$ cat config.mk
export PLATFORM = sky130hd
export DESIGN_NAME = hubcfg_loader
export DESIGN_NICKNAME = d
export VERILOG_FILES = /design/src/rtl/hubcfg_pkg.sv /design/src/rtl/hubcfg_fetch_seq.sv /design/src/rtl/hubcfg_image.sv /design/src/rtl/hubcfg_loader.sv
export SDC_FILE = /design/constraint.sdc
export NUM_CORES = 1
export LEC_CHECK = 0
export ABC_AREA = 1
export BUFFER_PORTS_ARGS = -buffer_cell sky130_fd_sc_hd__buf_2
export CORE_ASPECT_RATIO = 0.7
export CORE_MARGIN = 4
export CORE_UTILIZATION = 38
export CTS_CLUSTER_SIZE = 28
export DETAILED_ROUTE_END_ITERATION = 16
export GPL_ROUTABILITY_DRIVEN = 0
export GPL_TIMING_DRIVEN = 0
export PLACE_DENSITY = 0.62
export SYNTH_ARGS = -nofsm -noshare
export SYNTH_HDL_FRONTEND = slang
export SYNTH_SLANG_ARGS = --single-unit
$ cat constraint.sdc
create_clock -name clk -period 3.1 [get_ports clk]
set_input_delay 0.62 -clock clk [delete_from_list [all_inputs] [get_ports clk]]
set_output_delay 0.62 -clock clk [all_outputs]
set_load 0.02 [all_outputs]
$ cat src/rtl/hubcfg_pkg.sv
package hubcfg_pkg;

  localparam logic [15:0] DEF_VID   = 16'h04B4;
  localparam logic [15:0] DEF_PID   = 16'h6572;
  localparam logic [7:0]  PWR_LIMIT = 8'hFA;

  // header bytes 0..8, then three string-length bytes
  localparam int unsigned HDR_BYTES = 9;
  localparam int unsigned STEPS     = HDR_BYTES + 3;
  localparam int unsigned IDX_W     = $clog2(STEPS);
  localparam int unsigned KEEP_N    = STEPS - 1;   // last byte is used on the fly

  typedef enum logic [1:0] {
    SQ_BOOT,
    SQ_REQ,
    SQ_RSP,
    SQ_END
  } seq_state_e;

  function automatic logic [7:0] step_addr(input logic [IDX_W-1:0] idx);
    logic [7:0] a;
    if (idx < IDX_W'(HDR_BYTES)) a = 8'(idx);
    else if (idx == IDX_W'(HDR_BYTES)) a = 8'h10;
    else if (idx == IDX_W'(HDR_BYTES + 1)) a = 8'h40;
    else a = 8'h70;
    return a;
  endfunction

endpackage

$ cat src/rtl/hubcfg_fetch_seq.sv
module hubcfg_fetch_seq
  import hubcfg_pkg::*;
#(
  parameter int unsigned TMO_CYCLES = 256
) (
  input  logic             clk,
  input  logic             rst_n,
  input  logic             present,
  output logic             req_valid,
  input  logic             req_ready,
  output logic [7:0]       req_addr,
  input  logic             rsp_valid,
  output logic             rsp_ready,
  input  logic [7:0]       rsp_data,
  output logic             cap_we,
  output logic [IDX_W-1:0] cap_idx,
  output logic [7:0]       cap_data,
  output logic             fin,
  output logic             fin_ok
);
  localparam int unsigned TW = $clog2(TMO_CYCLES + 1);

  seq_state_e       state;
  logic [IDX_W-1:0] idx;
  logic [TW-1:0]    tmo;
  logic             take, last, progress, expire, waiting;

  always_comb begin
    req_valid = (state == SQ_REQ);
    rsp_ready = (state == SQ_RSP);
    req_addr  = step_addr(idx);
    take      = rsp_valid && rsp_ready;
    last      = (idx == IDX_W'(STEPS - 1));
    waiting   = (state == SQ_REQ) || (state == SQ_RSP);
    progress  = (req_valid && req_ready) || take;
    expire    = waiting && !progress && (tmo == TW'(TMO_CYCLES - 1));
    cap_we    = take;
    cap_idx   = idx;
    cap_data  = rsp_data;
    fin_ok    = take && last;
    fin       = ((state == SQ_BOOT) && !present) || expire || fin_ok;
  end

  always_ff @(posedge clk or negedge rst_n) begin
    if (!rst_n) begin
      state <= SQ_BOOT;
      idx   <= '0;
      tmo   <= '0;
    end else begin
      case (state)
        SQ_BOOT: state <= present ? SQ_REQ : SQ_END;
        SQ_REQ: begin
          if (req_ready) begin
            state <= SQ_RSP;
            tmo   <= '0;
          end else if (expire) begin
            state <= SQ_END;
          end else begin
            tmo <= tmo + 1'b1;
          end
        end
        SQ_RSP: begin
          if (take) begin
            tmo <= '0;
            if (last) state <= SQ_END;
            else begin
              idx   <= idx + 1'b1;
              state <= SQ_REQ;
            end
          end else if (expire) begin
            state <= SQ_END;
          end else begin
            tmo <= tmo + 1'b1;
          end
        end
        default: state <= SQ_END;
      endcase
    end
  end

  // address held while a request waits (withdrawn only on timeout)
  p_addr_hold_r2: assert property (@(posedge clk) disable iff (!rst_n)
    (req_valid && !req_ready && !fin) |=> (req_valid && $stable(req_addr)));

  // request and response phases never overlap
  p_one_phase_r2: assert property (@(posedge clk) disable iff (!rst_n)
    !(req_valid && rsp_ready));

  // the wait window never exceeds the limit
  p_tmo_window_r10: assert property (@(posedge clk) disable iff (!rst_n)
    tmo < TW'(TMO_CYCLES));

  // next request follows a taken response
  p_next_after_take_r1: assert property (@(posedge clk) disable iff (!rst_n)
    (take && !last) |=> (req_valid && req_addr != $past(req_addr)));

endmodule

$ cat src/rtl/hubcfg_image.sv
module hubcfg_image
  import hubcfg_pkg::*;
#(
  parameter int unsigned NPORTS = 4,
  localparam int unsigned CW    = $clog2(NPORTS + 1)
) (
  input  logic              clk,
  input  logic              rst_n,
  input  logic              cap_we,
  input  logic [IDX_W-1:0]  cap_idx,
  input  logic [7:0]        cap_data,
  input  logic              fin,
  input  logic              fin_ok,
  output logic [15:0]       vendor_id,
  output logic [15:0]       product_id,
  output logic [NPORTS-1:0] fixed_mask,
  output logic [CW-1:0]     port_count,
  output logic [7:0]        max_power,
  output logic [7:0]        vendor_str_len,
  output logic [7:0]        product_str_len,
  output logic [7:0]        serial_str_len,
  output logic              cfg_valid,
  output logic              range_warn,
  output logic              done
);
  localparam logic [7:0] FIELD_BITS = 8'(((1 << NPORTS) - 1) << 1);

  logic [7:0] keep [KEEP_N];

  for (genvar g = 0; g < KEEP_N; g++) begin : g_keep
    always_ff @(posedge clk or negedge rst_n) begin
      if (!rst_n) keep[g] <= 8'h00;
      else if (cap_we && cap_idx == IDX_W'(g)) keep[g] <= cap_data;
    end
  end

  logic [7:0]    sum;
  logic          accept, rsv_bad, cnt_bad, pwr_bad;
  logic [7:0]    mbyte, cbyte, pbyte;

  always_comb begin
    sum     = keep[0] + keep[1] + keep[2] + keep[3] + 8'd1;
    accept  = fin_ok && (sum == keep[4]);
    mbyte   = keep[6];
    cbyte   = keep[7];
    pbyte   = keep[8];
    rsv_bad = (mbyte & ~FIELD_BITS) != 8'h00;
    cnt_bad = (cbyte == 8'h00) || (cbyte > 8'(NPORTS));
    pwr_bad = pbyte > PWR_LIMIT;
  end

  logic published;

  always_ff @(posedge clk or negedge rst_n) begin
    if (!rst_n) begin
      vendor_id       <= DEF_VID;
      product_id      <= DEF_PID;
      fixed_mask      <= '0;
      port_count      <= CW'(NPORTS);
      max_power       <= PWR_LIMIT;
      vendor_str_len  <= 8'h00;
      product_str_len <= 8'h00;
      serial_str_len  <= 8'h00;
      cfg_valid       <= 1'b0;
      range_warn      <= 1'b0;
      done            <= 1'b0;
      published       <= 1'b0;
    end else begin
      done <= fin;
      if (fin) begin
        published <= 1'b1;
        if (accept) begin
          vendor_id       <= {keep[1], keep[0]};
          product_id      <= {keep[3], keep[2]};
          fixed_mask      <= mbyte[NPORTS:1];
          port_count      <= cnt_bad ? CW'(NPORTS) : CW'(cbyte);
          max_power       <= pwr_bad ? PWR_LIMIT : pbyte;
          vendor_str_len  <= keep[HDR_BYTES];
          product_str_len <= keep[HDR_BYTES + 1];
          serial_str_len  <= cap_data;
          cfg_valid       <= 1'b1;
          range_warn      <= rsv_bad || cnt_bad || pwr_bad;
        end else begin
          vendor_id       <= DEF_VID;
          product_id      <= DEF_PID;
          fixed_mask      <= '0;
          port_count      <= CW'(NPORTS);
          max_power       <= PWR_LIMIT;
          vendor_str_len  <= 8'h00;
          product_str_len <= 8'h00;
          serial_str_len  <= 8'h00;
          cfg_valid       <= 1'b0;
          range_warn      <= 1'b0;
        end
      end
    end
  end

  // done is a single-cycle pulse
  p_done_pulse_r11: assert property (@(posedge clk) disable iff (!rst_n)
    done |=> !done);

  // settings frozen once published
  p_frozen_r11: assert property (@(posedge clk) disable iff (!rst_n)
    published |=> ($stable(vendor_id) && $stable(product_id) && $stable(cfg_valid)
                   && $stable(port_count) && $stable(max_power)));

  // rejected image carries default identifiers and no warning
  p_default_ids_r4: assert property (@(posedge clk) disable iff (!rst_n)
    !cfg_valid |-> (vendor_id == DEF_VID && product_id == DEF_PID && !range_warn));

  // port count always in range
  p_count_range_r6: assert property (@(posedge clk) disable iff (!rst_n)
    (port_count != '0) && (port_count <= CW'(NPORTS)));

  // power never above the limit
  p_power_cap_r7: assert property (@(posedge clk) disable iff (!rst_n)
    max_power <= PWR_LIMIT);

endmodule

$ cat src/rtl/hubcfg_loader.sv
module hubcfg_loader
  import hubcfg_pkg::*;
#(
  parameter int unsigned NPORTS     = 4,
  parameter int unsigned TMO_CYCLES = 256,
  localparam int unsigned CW        = $clog2(NPORTS + 1)
) (
  input  logic              clk,
  input  logic              rst_n,
  input  logic              eeprom_present,
  input  logic              spi_sel,
  output logic              req_valid,
  input  logic              req_ready,
  output logic [7:0]        req_addr,
  input  logic              rsp_valid,
  output logic              rsp_ready,
  input  logic [7:0]        rsp_data,
  output logic [15:0]       vendor_id,
  output logic [15:0]       product_id,
  output logic [NPORTS-1:0] fixed_mask,
  output logic [CW-1:0]     port_count,
  output logic [7:0]        max_power,
  output logic [7:0]        vendor_str_len,
  output logic [7:0]        product_str_len,
  output logic [7:0]        serial_str_len,
  output logic              cfg_valid,
  output logic              range_warn,
  output logic              done,
  output logic              spi_lock
);
  logic             cap_we, fin, fin_ok;
  logic [IDX_W-1:0] cap_idx;
  logic [7:0]       cap_data;

  hubcfg_fetch_seq #(.TMO_CYCLES(TMO_CYCLES)) u_seq (
    .clk       (clk),
    .rst_n     (rst_n),
    .present   (eeprom_present),
    .req_valid (req_valid),
    .req_ready (req_ready),
    .req_addr  (req_addr),
    .rsp_valid (rsp_valid),
    .rsp_ready (rsp_ready),
    .rsp_data  (rsp_data),
    .cap_we    (cap_we),
    .cap_idx   (cap_idx),
    .cap_data  (cap_data),
    .fin       (fin),
    .fin_ok    (fin_ok)
  );

  hubcfg_image #(.NPORTS(NPORTS)) u_img (
    .clk             (clk),
    .rst_n           (rst_n),
    .cap_we          (cap_we),
    .cap_idx         (cap_idx),
    .cap_data        (cap_data),
    .fin             (fin),
    .fin_ok          (fin_ok),
    .vendor_id       (vendor_id),
    .product_id      (product_id),
    .fixed_mask      (fixed_mask),
    .port_count      (port_count),
    .max_power       (max_power),
    .vendor_str_len  (vendor_str_len),
    .product_str_len (product_str_len),
    .serial_str_len  (serial_str_len),
    .cfg_valid       (cfg_valid),
    .range_warn      (range_warn),
    .done            (done)
  );

  always_ff @(posedge clk or negedge rst_n) begin
    if (!rst_n) spi_lock <= 1'b0;
    else        spi_lock <= eeprom_present && spi_sel;
  end

  // lock follows the registered memory-type inputs
  p_lock_follow_r12: assert property (@(posedge clk) disable iff (!rst_n)
    1'b1 |=> (spi_lock == $past(eeprom_present && spi_sel)));

  // no request while memory is absent
  p_absent_quiet_r9: assert property (@(posedge clk) disable iff (!rst_n)
    !eeprom_present && !req_valid && !rsp_ready && !cfg_valid |=> !cfg_valid);

endmodule

After elaboration in Yosys (flattened, before gate mapping):

Cells that the tools add are included.

* register bits: 170
* latch bits: 0
* RAM bits: 0
* bits in read-only memories: 0
* bits of input ports: 14
* output and inout port bits: 85
* memories: 0

* $add $sub $neg: 6
* multiply operators: 0
* div/mod/pow operators: 0
* $lt $le $gt $ge: 3
* equal/unequal tests: 14
* shifts and indexed selects: 0
* mux-type cells: 25
* bitwise logic cells: 1
* reduce and logical (&&, ||, !) cells: 33

Operators with widths (number)
* $mux 8: 7
* $mux 16: 2
* $mux 9: 3
* $add 8x8->8: 3
* $logic_and 1x1->1: 18
* $pmux 9 s2: 1
* $eq 4x4->1 const B: 4
* $eq 4x3->1 const B: 3
* $mux 2: 5
* $add 9x1->9 const B: 1
* $eq 9x8->1 const B: 1
* $add 8x1->8 const B: 1
* $eq 4x2->1 const B: 2
* $eq 8x8->1: 1
* $gt 8x3->1 const B: 1
* $gt 8x8->1 const B: 1
* $logic_not 8->1: 1
* $reduce_bool 8->1: 1
* $logic_or 1x1->1: 7
* $mux 3: 2
* $mux 6: 1
* $pmux 2 s3: 1
* $add 4x1->4 const B: 1
* $eq 4x1->1 const B: 1
* other kinds (11): 13

Depth between registers and ports, before layout:

Gate-level depths: netlist of run 1.

* depth after elaboration: 9
* mapped depth: 20
* mapped depth without buffers: 18

By module:

From an unflattened synthesis of run 1, not the netlist that was laid out.

* cell total of the unflattened synthesis: 948
* area total of the unflattened synthesis: 8157.8 um^2

Modules (own cells, without submodules)
* hubcfg_image: instances 1, cells an instance 782, area each 6955.4 um^2, sequential area each 3878.7 um^2
* hubcfg_fetch_seq: instances 1, cells an instance 163, area each 1169.9 um^2, sequential area each 375.4 um^2
* hubcfg_loader: instances 1, cells an instance 3, area each 32.5 um^2, sequential area each 25.0 um^2

Least setup slack after synthesis of run 1:

OpenSTA, ideal clock, no wires.

* path type: flip-flop to flip-flop
* from: reg u_img.keep[57] (netlist name)
* to: reg u_img.vendor_id[0]
* arrival: 3.089 ns
* setup slack: -0.054 ns
* stages on the path, launching flop included: 19
* buffers on the path: 2
* clock period less this slack: 3.154 ns
* cells stage by stage: dfrtp_1 > fa_1 > fa_1 > ha_1 > inv_1 > fa_1 > nand2_1 > inv_1 > nor2_1 > nand3_1 > nor2_1 > nand2_1 > nor2_1 > nand3_1 > nor2_2 > buf_4 > buf_6 > nand2_1 > nand2_1

* word-level cells in the longest chain between the ends: 5

RTL lines
* start: declaration: line hubcfg_image.sv:28 `logic [7:0] keep [KEEP_N];`
* start signal: indexed assignment: line hubcfg_image.sv:33 `else if (cap_we && cap_idx == IDX_W'(g)) keep[g] <= cap_data;`
* $add 8x8->8: line hubcfg_image.sv:42 `sum = keep[0] + keep[1] + keep[2] + keep[3] + 8'd1;`
* $add 8x1->8: line hubcfg_image.sv:42
* $eq 8x8->1: line hubcfg_image.sv:43 `accept = fin_ok && (sum == keep[4]);`
* $logic_and 1x1->1: line hubcfg_image.sv:43
* $mux 16: line hubcfg_image.sv:72 `if (accept) begin`
* end signal: assignment: line hubcfg_image.sv:73 `vendor_id <= {keep[1], keep[0]};`
* end: declaration: line hubcfg_image.sv:14 `output logic [15:0] vendor_id,`

No other way between the ends.
A chain may end at the register's enable or synchronous reset.

Final worst setup path of run 1:

* from: reg u_img.keep[73] (netlist name)
* to: reg u_img.product_id[12]

* word-level cells in the longest chain between the ends: 7

RTL lines
* $add 8x8->8 (3 in a row): line hubcfg_image.sv:42
* $add 8x1->8: line hubcfg_image.sv:42
* $eq 8x8->1: line hubcfg_image.sv:43
* $logic_and 1x1->1: line hubcfg_image.sv:43
* $mux 16: line hubcfg_image.sv:72
* end signal: assignment: line hubcfg_image.sv:74 `product_id <= {keep[3], keep[2]};`
* end: declaration: line hubcfg_image.sv:15 `output logic [15:0] product_id,`

No other way between the ends.

==> flow_summary_export.csv, run 1 <==
group,metric,value,unit
clock_network,cts_max_level,4,
clock_network,insertion_delay,0.43,ns
global_routing,antenna_found_initial,0,
place,dp_hpwl,13800,um
critical_path,crit_chain,"fa_1, fa_1, ha_2, inv_2, fa_2, nor2_2, nor2_4, nand3_2, nor2_1, nand2_1, nor2_1, nand3_1, nor2_4, buf_6, buf_4, nand2_1, nand2_1",
logic_synthesis,synth-async-reset-ratio,100,%
routing,post_drt_wl_per_cell,15.8,um
logic_synthesis,synth_top_cell_by_area,"dfrtp_1",
sta,rsz0062_at_grt,"yes",
logic_synthesis,syn_nets,912,
global_routing,track_usage,18.4,%
logic_synthesis,yosys-top-cells-area,"dfrtp_1 49%, nand2_1 14%, dfstp_2 6.9%, o21ai_0 6.0%, nor2_1 4.6%",
sta,slew_viol_final,0,
sta,fin_crit_sh,110,%
sta,setup_viol,73,
routing,drtAntennaViolNets,0,
run,max_cap_viol_count,0,
critical_path,cpMostUsedCell,"nand2_1",
routing,first_pass_iters,5,
floorplanning,pin_count,99,
logic_synthesis,yosys_warnings,0,
global_routing,grt_pass1_wl,32300,um
critical_path,slowest_delay,0.54,ns
global_routing,grt_pass1_vias,6061,
critical_path,critPathArrivalTime,3.77,ns
final_layout,area_growth,24.8,%
pwr,ir_worst_vdd,0.000449,V
floorplanning,die_h,127,um
run_status,violations,"setup timing",
final_layout,drive_gt1_share,23.8,%
routing,vias_per_cell,4.82,
clock_network,clock-sinks,170,
pwr,power.leakage,4.84,nW
floorplanning,row_count,43,
clock_network,cts_tree,"built",
sta,relSlewSlack,47.6,%
critical_path,crit_path_top_delay_cell,"fa_2",
pwr,p_per_area,965,nW/um^2
logic_synthesis,synth-edff-count,0,
sta,fin_hold_ws,0.176,ns
floorplanning,die_area,22500,um^2
sta,min_period,3.40,ns
pwr,power,9.20,mW
clock_network,path_clk_slew,0.06,ns
final_layout,antenna_cells,0,
logic_synthesis,ys_ff_latch,170,
sta,layout_setup_ws,-0.301,ns
routing,via_count,6173,
routing,totalWireLength,20300,um
logic_synthesis,yosysUniqueCellTypes,34,
clock_network,numCtsBuffers,17,
logic_synthesis,yosysSeqAreaShare,56.0,%
sta,finalClockSkew,0.0131,ns
logic_synthesis,synth.avg_cell_area,8.82,um^2
place,postPlaceCellArea,8510,um^2
global_routing,grt.overflow.total,0,
floorplanning,start_util,38.6,%
place,portBuffers,97,
floorplanning,core_region_area,19800,um^2
global_routing,grt_max_degree,94,
critical_path,crit_type,"reg -> reg",
logic_synthesis,synth_cells,866,
logic_synthesis,syn-cell-area,7640,um^2
floorplanning,die_w,177,um
worst_hold_path,hp-class,"in -> async",
routing,route.detailed.drc,0,
sta,hold_viol_final,0,
clock_network,clockBufferDepth,2,
sta,clock.fmax,294,MHz
logic_synthesis,yosysTopAreaCellShare,49.1,%
critical_path,crit_path_end_kind,"flop",
critical_path,startpoint_type,"flop",
critical_path,path_buf_inv,3,
critical_path,cpLargestDelayFamily,"adder cells",
final_layout,nets,1043,
final_layout,final_util,48.1,%
logic_synthesis,synth_ff_type,"dfrtp_1",
run_status,status,"finished, violations left",
routing,drt_iter0_drc,382,
critical_path,required,3.46,ns
sta,worstMarginPinSlew,0.787,ns
final_layout,final_area,9530,um^2
critical_path,cp_max_fo,5,
place,post-place-ws,-0.618,ns
clock_network,root_buffer,"clkbuf_16",
[cells in the final DEF, fill, tap and decap left out, drive strengths merged]
cell type  netlist  final
a2111oi          1      1
a21oi           17     17
and2             1      1
buf             16    126
bufinv           0      3
clkbuf          18     41
clkinv           0      2
clkinvlp         0      2
conb             1      1
dfrtp          150    150
dfstp           20     20
fa              14     14
ha              18     18
inv             68     72
nand2          278    278
nand3           28     28
nand3b           3      3
nand4            3      3
nor2            97     97
nor3             6      6
nor4             3      3
o211ai           2      2
o21a             1      1
o21ai          102    102
or2             10     10
xnor2            5      5
xor2             4      4
[power by group]
part           switching, mW  total [mW]  leakage, nW  internal (mW)
logic                   2.26        3.66         2.31           1.39
clock network          0.918        2.24        0.297           1.33
registers              0.467        3.30         2.24           2.83
total                   3.65        9.20         4.84           5.55
[worst register-to-register path, delay by kind of cell (launching register included)]
family	cells	cell delay [ns]
flip-flops	1	0.41
adder cells (fa/ha/maj)	4	1.74
AND/OR/NAND/NOR	10	0.88
buffers and inverters	3	0.31
[metrics by stage]
stage | setup TNS, ns | instances
after floorplan | -0.254 | 866
after CTS | -16.97 | 1276
after global placement | -233.18 | 1233
final | -18.05 | 1280
after global routing | -29.55 | 1280
after detailed placement | -31.33 | 1234
[what timing repair did]
action,4_1_cts,5_1_grt
pin swaps,3,5
cloned,1,2
gates resized for setup,33,46
setup buffers,9,2
hold buffers,0,0
endpoints found under the setup margin,73,73
[path summary, 6_finish.rpt]
kind / startpoint / slack [ns] / depth (start not counted) / to
setup reg to reg: u_img.keep[73] / -0.30 / 17 / u_img.product_id[12]
hold reg to reg: u_img.vendor_id[13] / 0.47 / 2 / u_img.vendor_id[13]
max in group asynchronous: rst_n / 2.03 / 2 / u_img.mbyte[3]
min in group clk: spi_sel / 0.41 / 3 / spi_lock
setup / recovery: u_img.keep[73] / -0.30 / 17 / u_img.product_id[12]
hold / removal: rst_n / 0.18 / 1 / spi_lock
[sequential cells by signal, indices dropped and copies added (netlist names), 9 cells and up]
name and flops:
u_img.keep 56, u_img.product_id 16, u_img.vendor_id 16, u_seq.tmo 9
[routing by layer]
layer	GRT usage (%)	wire length [um]	up-vias
li1	-	-	2989
met1	27.6	9850	3008
met2	27.2	8950	162
met3	4.56	1320	14
met4	4.09	170	0
met5	0	0	-
[layout make-up]
type	count	area, um^2
inverters	68	255
plain buffers	34	200
clock inverters	11	156
repair buffers	112	674
fillers	1938	10300
clock buffers	21	460
well taps	270	338
multi-input cells	594	3170
flip-flops and latches	170	4280
[cell usage after synthesis (2+ instances only)]
cell type  number
nand4_1         3
clkbuf_1       18
inv_2           3
inv_1          65
o21ai_1        11
nor2_1         94
dfstp_2        20
a21oi_1        17
buf_4           2
nor2_4          2
nor3_1          5
nand2_1       276
ha_1           18
dfrtp_1       150
xor2_1          4
xnor2_1         5
nand3b_1        3
o211ai_1        2
nand2_2         2
nand3_1        28
or2_2           9
nor4_1          3
fa_1           14
o21ai_0        91
buf_2          11
buf_1           2
[cells by family (layout without fill, tap and decap cells)]
| family | count (synthesis) | after routing | synth area share, % |
|---|---|---|---|
| compound gates | 123 | 123 | 8.21 |
| simple gates | 429 | 429 | 22.7 |
| xor+xnor | 9 | 9 | 1.03 |
| fa+ha+maj | 32 | 32 | 6.62 |
| buf+inv | 102 | 246 | 5.39 |
| other cells | 1 | 1 | 0.0491 |
| flops | 170 | 170 | 56.0 |
No activity file was read; power rests on OpenSTA's default activity.
==> inputs of run 2 (changes only) <==
- CORE_MARGIN: 4 -> 3
- TNS_END_PERCENT: unset -> 1
==> flow_summary_export.csv, run 2 (synthesis gave the netlist of run 1 again) <==
group,metric,value,unit
critical_path,r2r_cells,17,
critical_path,endpoint,"u_img.product_str_len[5]",
clock_network,clock-sinks,170,
critical_path,path_buf_inv,3,
sta,min_period,3.43,ns
clock_network,cts_tree,"built",
critical_path,cp_num_cells,17,
critical_path,crit_type,"reg -> reg",
critical_path,required,3.47,ns
place,portBuffers,97,
floorplanning,row_count,42,
final_layout,largest_reg_flops,56,
final_layout,mostFrequentLayoutCell,"nand2_1",
global_routing,track_usage,18.2,%
floorplanning,die_w,175,um
routing,vias_per_cell,4.78,
place,postPlaceCellArea,8500,um^2
routing,totalWireLength,19400,um
routing,drt_iter0_drc,438,
sta,rsz0062_at_grt,"yes",
run_status,violations,"setup timing",
worst_hold_path,hp-class,"in -> async",
critical_path,cp_max_fo,10,
routing,drtAntennaViolNets,0,
critical_path,reg2reg_slack,-0.33,ns
final_layout,final_area,9290,um^2
critical_path,regToRegStartpoint,"u_img.keep[57]",
final_layout,antenna_cells,0,
final_layout,area_growth,21.6,%
clock_network,numCtsBuffers,17,
global_routing,grt_pass1_vias,5941,
final_layout,nets,1035,
clock_network,root_buffer,"clkbuf_16",
floorplanning,core_region_area,19300,um^2
sta,fin_crit_sh,111,%
critical_path,crit_chain,"fa_1, fa_1, ha_2, inv_2, fa_2, nor2_2, nor2_2, nand3_1, nor2_1, nand2_1, nor2_1, nand3_1, nor2_4, buf_6, buf_8, nand2_1, nand2_1",
floorplanning,die_h,125,um
clock_network,clockBufferDepth,2,
clock_network,cts_max_level,4,
critical_path,slowest_delay,0.53,ns
clock_network,insertion_delay,0.43,ns
critical_path,startpoint_type,"flop",
run_status,status,"finished, violations left",
final_layout,instances_no_fill,1266,
sta,slew_viol_final,0,
global_routing,grt_pass1_wl,31200,um
sta,relSlewSlack,48.4,%
final_layout,largest_register,"u_img.keep",
sta,worstMarginPinSlew,0.774,ns
floorplanning,pin_count,99,
pwr,p_per_area,976,nW/um^2
sta,layout_setup_ws,-0.334,ns
sta,finalClockSkew,0.0117,ns
final_layout,top_regs,"u_img.keep x56, u_img.product_id x16, u_img.vendor_id x16",
sta,setup_viol,73,
place,post-place-ws,-0.590,ns
global_routing,grt.overflow.total,0,
critical_path,crit_path_end_kind,"flop",
critical_path,cpMostUsedCell,"nand2_1",
final_layout,fillers,1881,
routing,via_count,6046,
pwr,power.leakage,4.77,nW
critical_path,crit_path_top_delay_cell,"fa_2",
global_routing,antenna_found_initial,0,
routing,first_pass_iters,5,
final_layout,final_cell_mix,"273 x nand2_1, 150 x dfrtp_1, 102 x buf_2",
pwr,ir_worst_vdd,0.000485,V
global_routing,grt_max_degree,121,
routing,route.detailed.drc,0,
sta,hold_viol_final,0,
critical_path,critPathArrivalTime,3.81,ns
place,dp_hpwl,13600,um
run,max_cap_viol_count,0,
clock_network,path_clk_slew,0.07,ns
clock_network,postCtsHoldBufs,0,
critical_path,startpoint,"u_img.keep[57]",
place,dpl.cell_count,1228,
sta,clock.fmax,291,MHz
critical_path,r2r_end,"u_img.product_str_len[5]",
final_layout,drive_gt1_share,20.1,%
critical_path,cpLargestDelayFamily,"adder cells",
routing,post_drt_wl_per_cell,15.3,um
floorplanning,die_area,21900,um^2
floorplanning,start_util,39.6,%
## run 2: worst min-delay path by stage
stage	start	end	cells past startpoint
final	rst_n	spi_lock	1
after global routing	rst_n	spi_lock	1
after CTS	rst_n	spi_lock	1
after detailed placement	u_img.keep[7]	u_img.product_str_len[7]	2
after global placement	u_img.keep[0]	u_img.product_str_len[0]	2
after floorplan	rst_n	spi_lock	0
## run 2: worst reg2reg max path, stage by stage, from the launching register on
cell     delay [ns]
dfrtp_1        0.44
fa_1           0.47
fa_1           0.51
ha_2           0.20
inv_2          0.04
fa_2           0.53
nor2_2         0.04
nor2_2         0.13
nand3_1        0.10
nor2_1         0.10
nand2_1        0.07
nor2_1         0.09
nand3_1        0.11
nor2_4         0.14
buf_6          0.15
buf_8          0.14
nand2_1        0.07
nand2_1        0.06
## run 2: power by group
part           internal, mW  total [mW]  switching, mW
combinational          1.30        3.46           2.16
sequential             2.83        3.28          0.449
clock                  1.41        2.32          0.914
total                  5.55        9.07           3.52
## run 2: what timing repair did
action | CTS | global route
setup endpoints to repair | 73 | 73
resized for setup | 15 | 10
buffers inserted | 6 | 0
pin swaps | 3 | 1
## run 2: layout make-up
type,instances,area (um^2),share of cell area [%]
inverters,68,255,2.75
clock buffers,21,460,4.96
flip-flops and latches,170,4280,46.1
multi-input cells,594,3000,32.3
plain buffers,34,188,2.02
clock inverters,11,183,1.97
well taps,264,330,3.56
repair buffers,104,593,6.39
## run 2: per-layer routing
layer	part of all wire, %	GRT usage, %	vias to the layer above
li1	-	-	2977
met1	51	27.0	2911
met2	43	26.9	142
met3	5.7	3.99	16
met4	1.0	4.75	0
met5	0	0	-
## run 2: through the flow
stage               util (%)  hold slack, ns  power, mW  TNS (ns)
floorplan                  -           0.324       5.75    -0.262
global placement        43.9           0.454       6.56   -235.64
global route            48.2           0.112       9.80    -31.35
finish                  48.2          0.0884       9.07    -17.84
CTS                     48.0           0.107       9.07    -17.96
detailed placement      44.1           0.456       6.63    -29.07
